[src/rtl/mfc_pkg.sv]
package mfc_pkg;
  // status register layout
  localparam int STAT_W   = 10;
  localparam int OVF_BIT  = 0;
  localparam int FAV_BIT  = 1;
  localparam int TYPE_LSB = 2;
  localparam int TYPE_W   = 3;
  localparam int AIDX_LSB = 5;
  localparam int AIDX_W   = 3;
  localparam int LVL_LSB  = 8;
  localparam int LVL_W    = 2;

  // fault types that count as permission errors
  localparam logic [TYPE_W-1:0] FT_NONE = 3'd0;
  localparam logic [TYPE_W-1:0] FT_PROT = 3'd2;
  localparam logic [TYPE_W-1:0] FT_PRIV = 3'd3;

  typedef struct packed {
    logic capture;    // load a new fault record
    logic clearStat;  // status read clears the register
    logic keepOvf;    // a previous record is being overwritten
  } mfcStrobe_t;

  function automatic logic isPermFault(input logic [TYPE_W-1:0] t);
    return (t == FT_PROT) || (t == FT_PRIV);
  endfunction
endpackage

[src/rtl/mfc_ctrl.sv]
module mfc_ctrl
  import mfc_pkg::*;
(
  input  logic              clk,
  input  logic              rst_n,
  input  logic              noFaultEn,
  input  logic              trapsEn,
  input  logic              reqValid,
  input  logic [TYPE_W-1:0] reqType,
  input  logic              reqFetch,
  input  logic              reqUser,
  input  logic              rdEn,
  input  logic              rdSel,
  input  logic              statNonZero,
  output mfcStrobe_t        strobe,
  output logic              mapOk,
  output logic              mapForce,
  output logic              trapPulse,
  output logic              trapFetch
);
  logic hasFault;
  logic ignoreFault;
  logic capture;
  logic clearStat;
  logic suppress;

  always_comb begin
    hasFault    = reqValid && (reqType != FT_NONE);
    ignoreFault = hasFault && reqUser && noFaultEn && isPermFault(reqType);
    capture     = hasFault && !ignoreFault;
    clearStat   = rdEn && !rdSel;
    suppress    = noFaultEn || !trapsEn;

    strobe.capture   = capture;
    strobe.clearStat = clearStat;
    strobe.keepOvf   = statNonZero && !clearStat;
  end

  always_ff @(posedge clk) begin
    if (!rst_n) begin
      mapOk     <= 1'b0;
      mapForce  <= 1'b0;
      trapPulse <= 1'b0;
      trapFetch <= 1'b0;
    end else begin
      mapOk     <= reqValid && !capture;
      mapForce  <= capture && suppress;
      trapPulse <= capture && !suppress;
      trapFetch <= capture && !suppress && reqFetch;
    end
  end
endmodule

[src/rtl/mfc_datapath.sv]
module mfc_datapath
  import mfc_pkg::*;
#(
  parameter int VA_W      = 32,
  parameter int PAGE_BITS = 12
) (
  input  logic              clk,
  input  logic              rst_n,
  input  mfcStrobe_t        strobe,
  input  logic [VA_W-1:0]   reqVa,
  input  logic [LVL_W-1:0]  reqLevel,
  input  logic [TYPE_W-1:0] reqType,
  input  logic [AIDX_W-1:0] reqAccIdx,
  input  logic              rdSel,
  output logic [STAT_W-1:0] statusQ,
  output logic [VA_W-1:0]   addrQ,
  output logic              statNonZero,
  output logic [VA_W-1:0]   rdData
);
  localparam int PAD_W = VA_W - STAT_W;
  localparam logic [VA_W-1:0] PAGE_MASK =
    {{(VA_W-PAGE_BITS){1'b1}}, {PAGE_BITS{1'b0}}};

  logic [STAT_W-1:0] freshStat;
  logic [STAT_W-1:0] statNext;
  logic [VA_W-1:0]   statWide;

  always_comb begin
    freshStat = '0;
    freshStat[FAV_BIT] = 1'b1;
    freshStat[TYPE_LSB +: TYPE_W] = reqType;
    freshStat[AIDX_LSB +: AIDX_W] = reqAccIdx;
    freshStat[LVL_LSB +: LVL_W]   = reqLevel;
    freshStat[OVF_BIT] = strobe.keepOvf;

    if (strobe.capture)        statNext = freshStat;
    else if (strobe.clearStat) statNext = '0;
    else                       statNext = statusQ;
  end

  always_ff @(posedge clk) begin
    if (!rst_n) begin
      statusQ <= '0;
      addrQ   <= '0;
    end else begin
      statusQ <= statNext;
      if (strobe.capture) addrQ <= reqVa & PAGE_MASK;
    end
  end

  generate
    if (PAD_W > 0) begin : g_pad
      assign statWide = {{PAD_W{1'b0}}, statusQ};
    end else begin : g_nopad
      assign statWide = statusQ[VA_W-1:0];
    end
  endgenerate

  assign statNonZero = |statusQ;
  assign rdData      = rdSel ? addrQ : statWide;
endmodule

[src/rtl/mmu_fault_capture.sv]
module mmu_fault_capture
  import mfc_pkg::*;
#(
  parameter int VA_W      = 32,
  parameter int PAGE_BITS = 12
) (
  input  logic            clk,
  input  logic            rst_n,
  input  logic            noFaultEn,
  input  logic            trapsEn,
  input  logic            reqValid,
  input  logic [VA_W-1:0] reqVa,
  input  logic [1:0]      reqLevel,
  input  logic [2:0]      reqType,
  input  logic [2:0]      reqAccIdx,
  input  logic            reqFetch,
  input  logic            reqUser,
  input  logic            rdEn,
  input  logic            rdSel,
  output logic [VA_W-1:0] rdData,
  output logic            mapOk,
  output logic            mapForce,
  output logic            trapPulse,
  output logic            trapFetch
);
  mfcStrobe_t        strobe;
  logic              statNonZero;
  logic [STAT_W-1:0] statusQ;
  logic [VA_W-1:0]   addrQ;

  mfc_ctrl ctrl_i (
    .clk(clk), .rst_n(rst_n), .noFaultEn(noFaultEn), .trapsEn(trapsEn),
    .reqValid(reqValid), .reqType(reqType), .reqFetch(reqFetch),
    .reqUser(reqUser), .rdEn(rdEn), .rdSel(rdSel),
    .statNonZero(statNonZero), .strobe(strobe), .mapOk(mapOk),
    .mapForce(mapForce), .trapPulse(trapPulse), .trapFetch(trapFetch)
  );

  mfc_datapath #(.VA_W(VA_W), .PAGE_BITS(PAGE_BITS)) dp_i (
    .clk(clk), .rst_n(rst_n), .strobe(strobe), .reqVa(reqVa),
    .reqLevel(reqLevel), .reqType(reqType), .reqAccIdx(reqAccIdx),
    .rdSel(rdSel), .statusQ(statusQ), .addrQ(addrQ),
    .statNonZero(statNonZero), .rdData(rdData)
  );
endmodule

[config.mk]
export PLATFORM = sky130hd
export DESIGN_NAME = mmu_fault_capture
export DESIGN_NICKNAME = d
export VERILOG_FILES = /design/src/rtl/mfc_pkg.sv /design/src/rtl/mfc_ctrl.sv /design/src/rtl/mfc_datapath.sv /design/src/rtl/mmu_fault_capture.sv
export SDC_FILE = /design/constraint.sdc
export NUM_CORES = 1
export LEC_CHECK = 0
export ABC_CLOCK_PERIOD_IN_PS = 1560
export BUFFER_PORTS_ARGS = -buffer_cell sky130_fd_sc_hd__buf_2
export CELL_PAD_IN_SITES_DETAIL_PLACEMENT = 0
export CELL_PAD_IN_SITES_GLOBAL_PLACEMENT = 2
export CORE_AREA = 2 2 89 91
export DETAILED_ROUTE_END_ITERATION = 12
export DIE_AREA = 0 0 91 93
export PLACE_DENSITY_LB_ADDON = 0.2
export SYNTH_ARGS = -nofsm -noshare
export SYNTH_HDL_FRONTEND = slang
export SYNTH_HIERARCHICAL = 1
export SYNTH_SLANG_ARGS = --single-unit
export TNS_END_PERCENT = 1
[constraint.sdc]
create_clock -name clk -period 1.56 [get_ports clk]
set_input_delay 0.312 -clock clk [delete_from_list [all_inputs] [get_ports clk]]
set_output_delay 0.312 -clock clk [all_outputs]
set_load 0.02 [all_outputs]
==> summary.txt <==
Global routing
  – Antenna violations before repair: 0
  – Vias in the first global route: approximately 1400
  – Grt ovf: 0
  – Largest net degree at the start of global routing: 21
  – GRT Total Usage: a little under 10%
  – First-pass GRT wire length: ~6500 um

Floorplan
  – Core Rows: 32
  – Placeable Area: 7530 sq um
  – I/O Pins: 85
  – Full die area: roughly 8500 sq um
  – Initial core utilization: between 20% and 30%
  – Die Width: approximately 91 um
  – Die Height: 93 um

Routing
  – Detailed-route via count: 1328
  – ANT nets after route: 0
  – Drt via density: between 3 and 4
  – DRC: 0
  – Drt first pass iters: 4
  – Initial drt markers: 31
  – DR WL/cell: 11.8 um
  – Routed WL: about 4100 um

Clock network
  – CTS buffer count: 5
  – Clk slew on worst S/H paths: 0.07 ns
  – CTS Hold Bufs: 0
  – Sink Count: 34
  – Max Buffers Root-to-Sink: 2
  – CTS tree: done
  – H-Tree Depth: 2
  – CTS root buffer: clkbuf_8
  – Worst-skew pair later-pin latency: 0.28 ns
  – Post-CTS Setup Bufs: 0
  – Post-cts repair resize count: 0

Worst setup path
  – CP arrival: about 1.5 ns
  – Setup CP Type: in -> reg
  – Worst Setup Start Kind: input port
  – Crit end category: register
  – Reg-to-Reg End: dp_i/statusQ[0]
  – R2r startpoint: dp_i/statusQ[8]
  – Critical Path RT: between 1.5 and 2 ns
  – Critical path peak fanout: 19
  – R2r setup slk: 0.43 ns
  – FF-to-FF path depth: 5
  – Worst Setup SP: reqType[1]

Placed design
  – Area after DPL: 2160 sq um
  – Buffers added on ports: 70
  – DP HPWL: 2900 um
  – Placed cell count: approximately 340
  – Placer Congestion: ~0.67

Pwr
  – Reg power frac: 45.4%
  – P_int: about 1600 uW
  – Worst VDD drop: 339 uV
  – Cell Pwr Density: around 900 nW/um^2
  – Clock share of power: roughly 37%
  – Comb pwr share: approximately 18%
  – Switch share: about a quarter
  – P_sw: approximately 530 uW
  – Static leakage: roughly 0.0011 uW

Worst hold path
  – Hold EP: dp_i/statusQ[5]
  – Worst min-delay path class: in -> reg
  – Hold_sp: reqAccIdx[0]
  – Hold-critical path depth: 3

Flow run
  – Max_cap viols: 0

Layout
  – Post-route cell area: 2270 sq um
  – P&R area growth vs syn: 41.7%
  – Ant. Diodes: 0
  – Total Nets Final: 291
  – Layout cells sized above 1: 40.3%
  – Final Non-Filler Cells: 345

Timing
  – Setup repair after global routing missed its margin: no
  – Hold_ws: ~0.27 ns
  – Max Fclk: ~760 MHz
  – Period minus WS final: ~1.3 ns
  – Final setup viols: 0
  – Fraction of the cycle the final worst path needs: 84.5%
  – Final Hold Violating Endpoints: 0
  – Final Max Tran Viols: 0
  – Final Skew: 0.00199 ns
  – TNS Setup: 0 ns

Yosys
  – Syn_area_per_cell: a little under 10 sq um
  – Synthesized area: roughly 1600 sq um
  – Mapped Cells: approximately 160
  – Yosys warnings: 6

Outcome
  – Status: finished clean
## cell type report
class	instances	area, sq um
well taps	102	128
flip-flops and latches	34	681
clock buffers	8	110
fillers	867	5260
repair buffers	84	505
multi-input cells	117	846
## power by group through the flow
stage,Combinational (uW),Sequential [uW],Clock (uW)
floorplan,225,960,0
global placement,377,965,0
detailed placement,376,964,0
CTS,378,945,808
global route,407,951,844
finish,368,945,770
## metrics by stage
stage                     worst slack, ns  util, %  total power [uW]
after global placement            -0.0511     28.7              1340
after detailed placement          -0.0676     28.7              1340
final                               0.242     30.2              2080
after global routing                0.166     30.2              2200
after floorplan                    0.0387        -              1190
after CTS                           0.242     30.2              2130
## cell usage in the layout (no fill, tap or decap)
cell,instances
a21boi_1,9
and2_1,20
and4b_4,1
buf_12,4
buf_2,70
buf_4,10
clkbuf_8,8
conb_1,2
dfxtp_1,34
mux2i_1,20
nand2_1,10
nand3_1,1
nand4b_1,1
nor2_1,1
nor2b_1,34
nor3_1,1
nor3_2,1
nor3b_2,1
nor4_1,2
nor4_2,1
nor4b_2,1
o21a_1,1
o21ba_2,1
or3b_1,9
## flip-flops by register name (all words and copies together) (netlist names)
name	flops
ctrl_i/mapForce	1
ctrl_i/trapPulse	1
ctrl_i/trapFetch	1
ctrl_i/mapOk	1
dp_i/addrQ	20
dp_i/statusQ	10
## how the worst max path moves through the flow
stage | endpoint | slack, ns | depth (start not counted)
6_report | dp_i/addrQ[26] | 0.24 | 7
5_1_grt | dp_i/addrQ[30] | 0.17 | 7
4_1_cts | dp_i/addrQ[26] | 0.24 | 7
3_5_place_dp | dp_i/addrQ[26] | -0.07 | 7
3_3_place_gp | dp_i/addrQ[21] | -0.05 | 7
2_1_floorplan | dp_i/statusQ[0] | 0.04 | 6
## metal layers
| metal | vias to the layer above | track usage, % | wire length (um) |
|---|---|---|---|
| li1 | 691 | - | - |
| met5 | - | 0 | 0 |
| met1 | 595 | 12.1 | 1910 |
| met3 | 5 | 3.46 | 227 |
| met2 | 37 | 15.6 | 1880 |
| met4 | 0 | 3.03 | 40 |
## worst max-delay path, stage by stage
cell	delay [ns]
buf_2	0.12
and4b_4	0.21
nor3b_2	0.25
buf_12	0.20
buf_12	0.15
mux2i_1	0.19
nor2b_1	0.06
No activity file was read; power rests on OpenSTA's default activity.
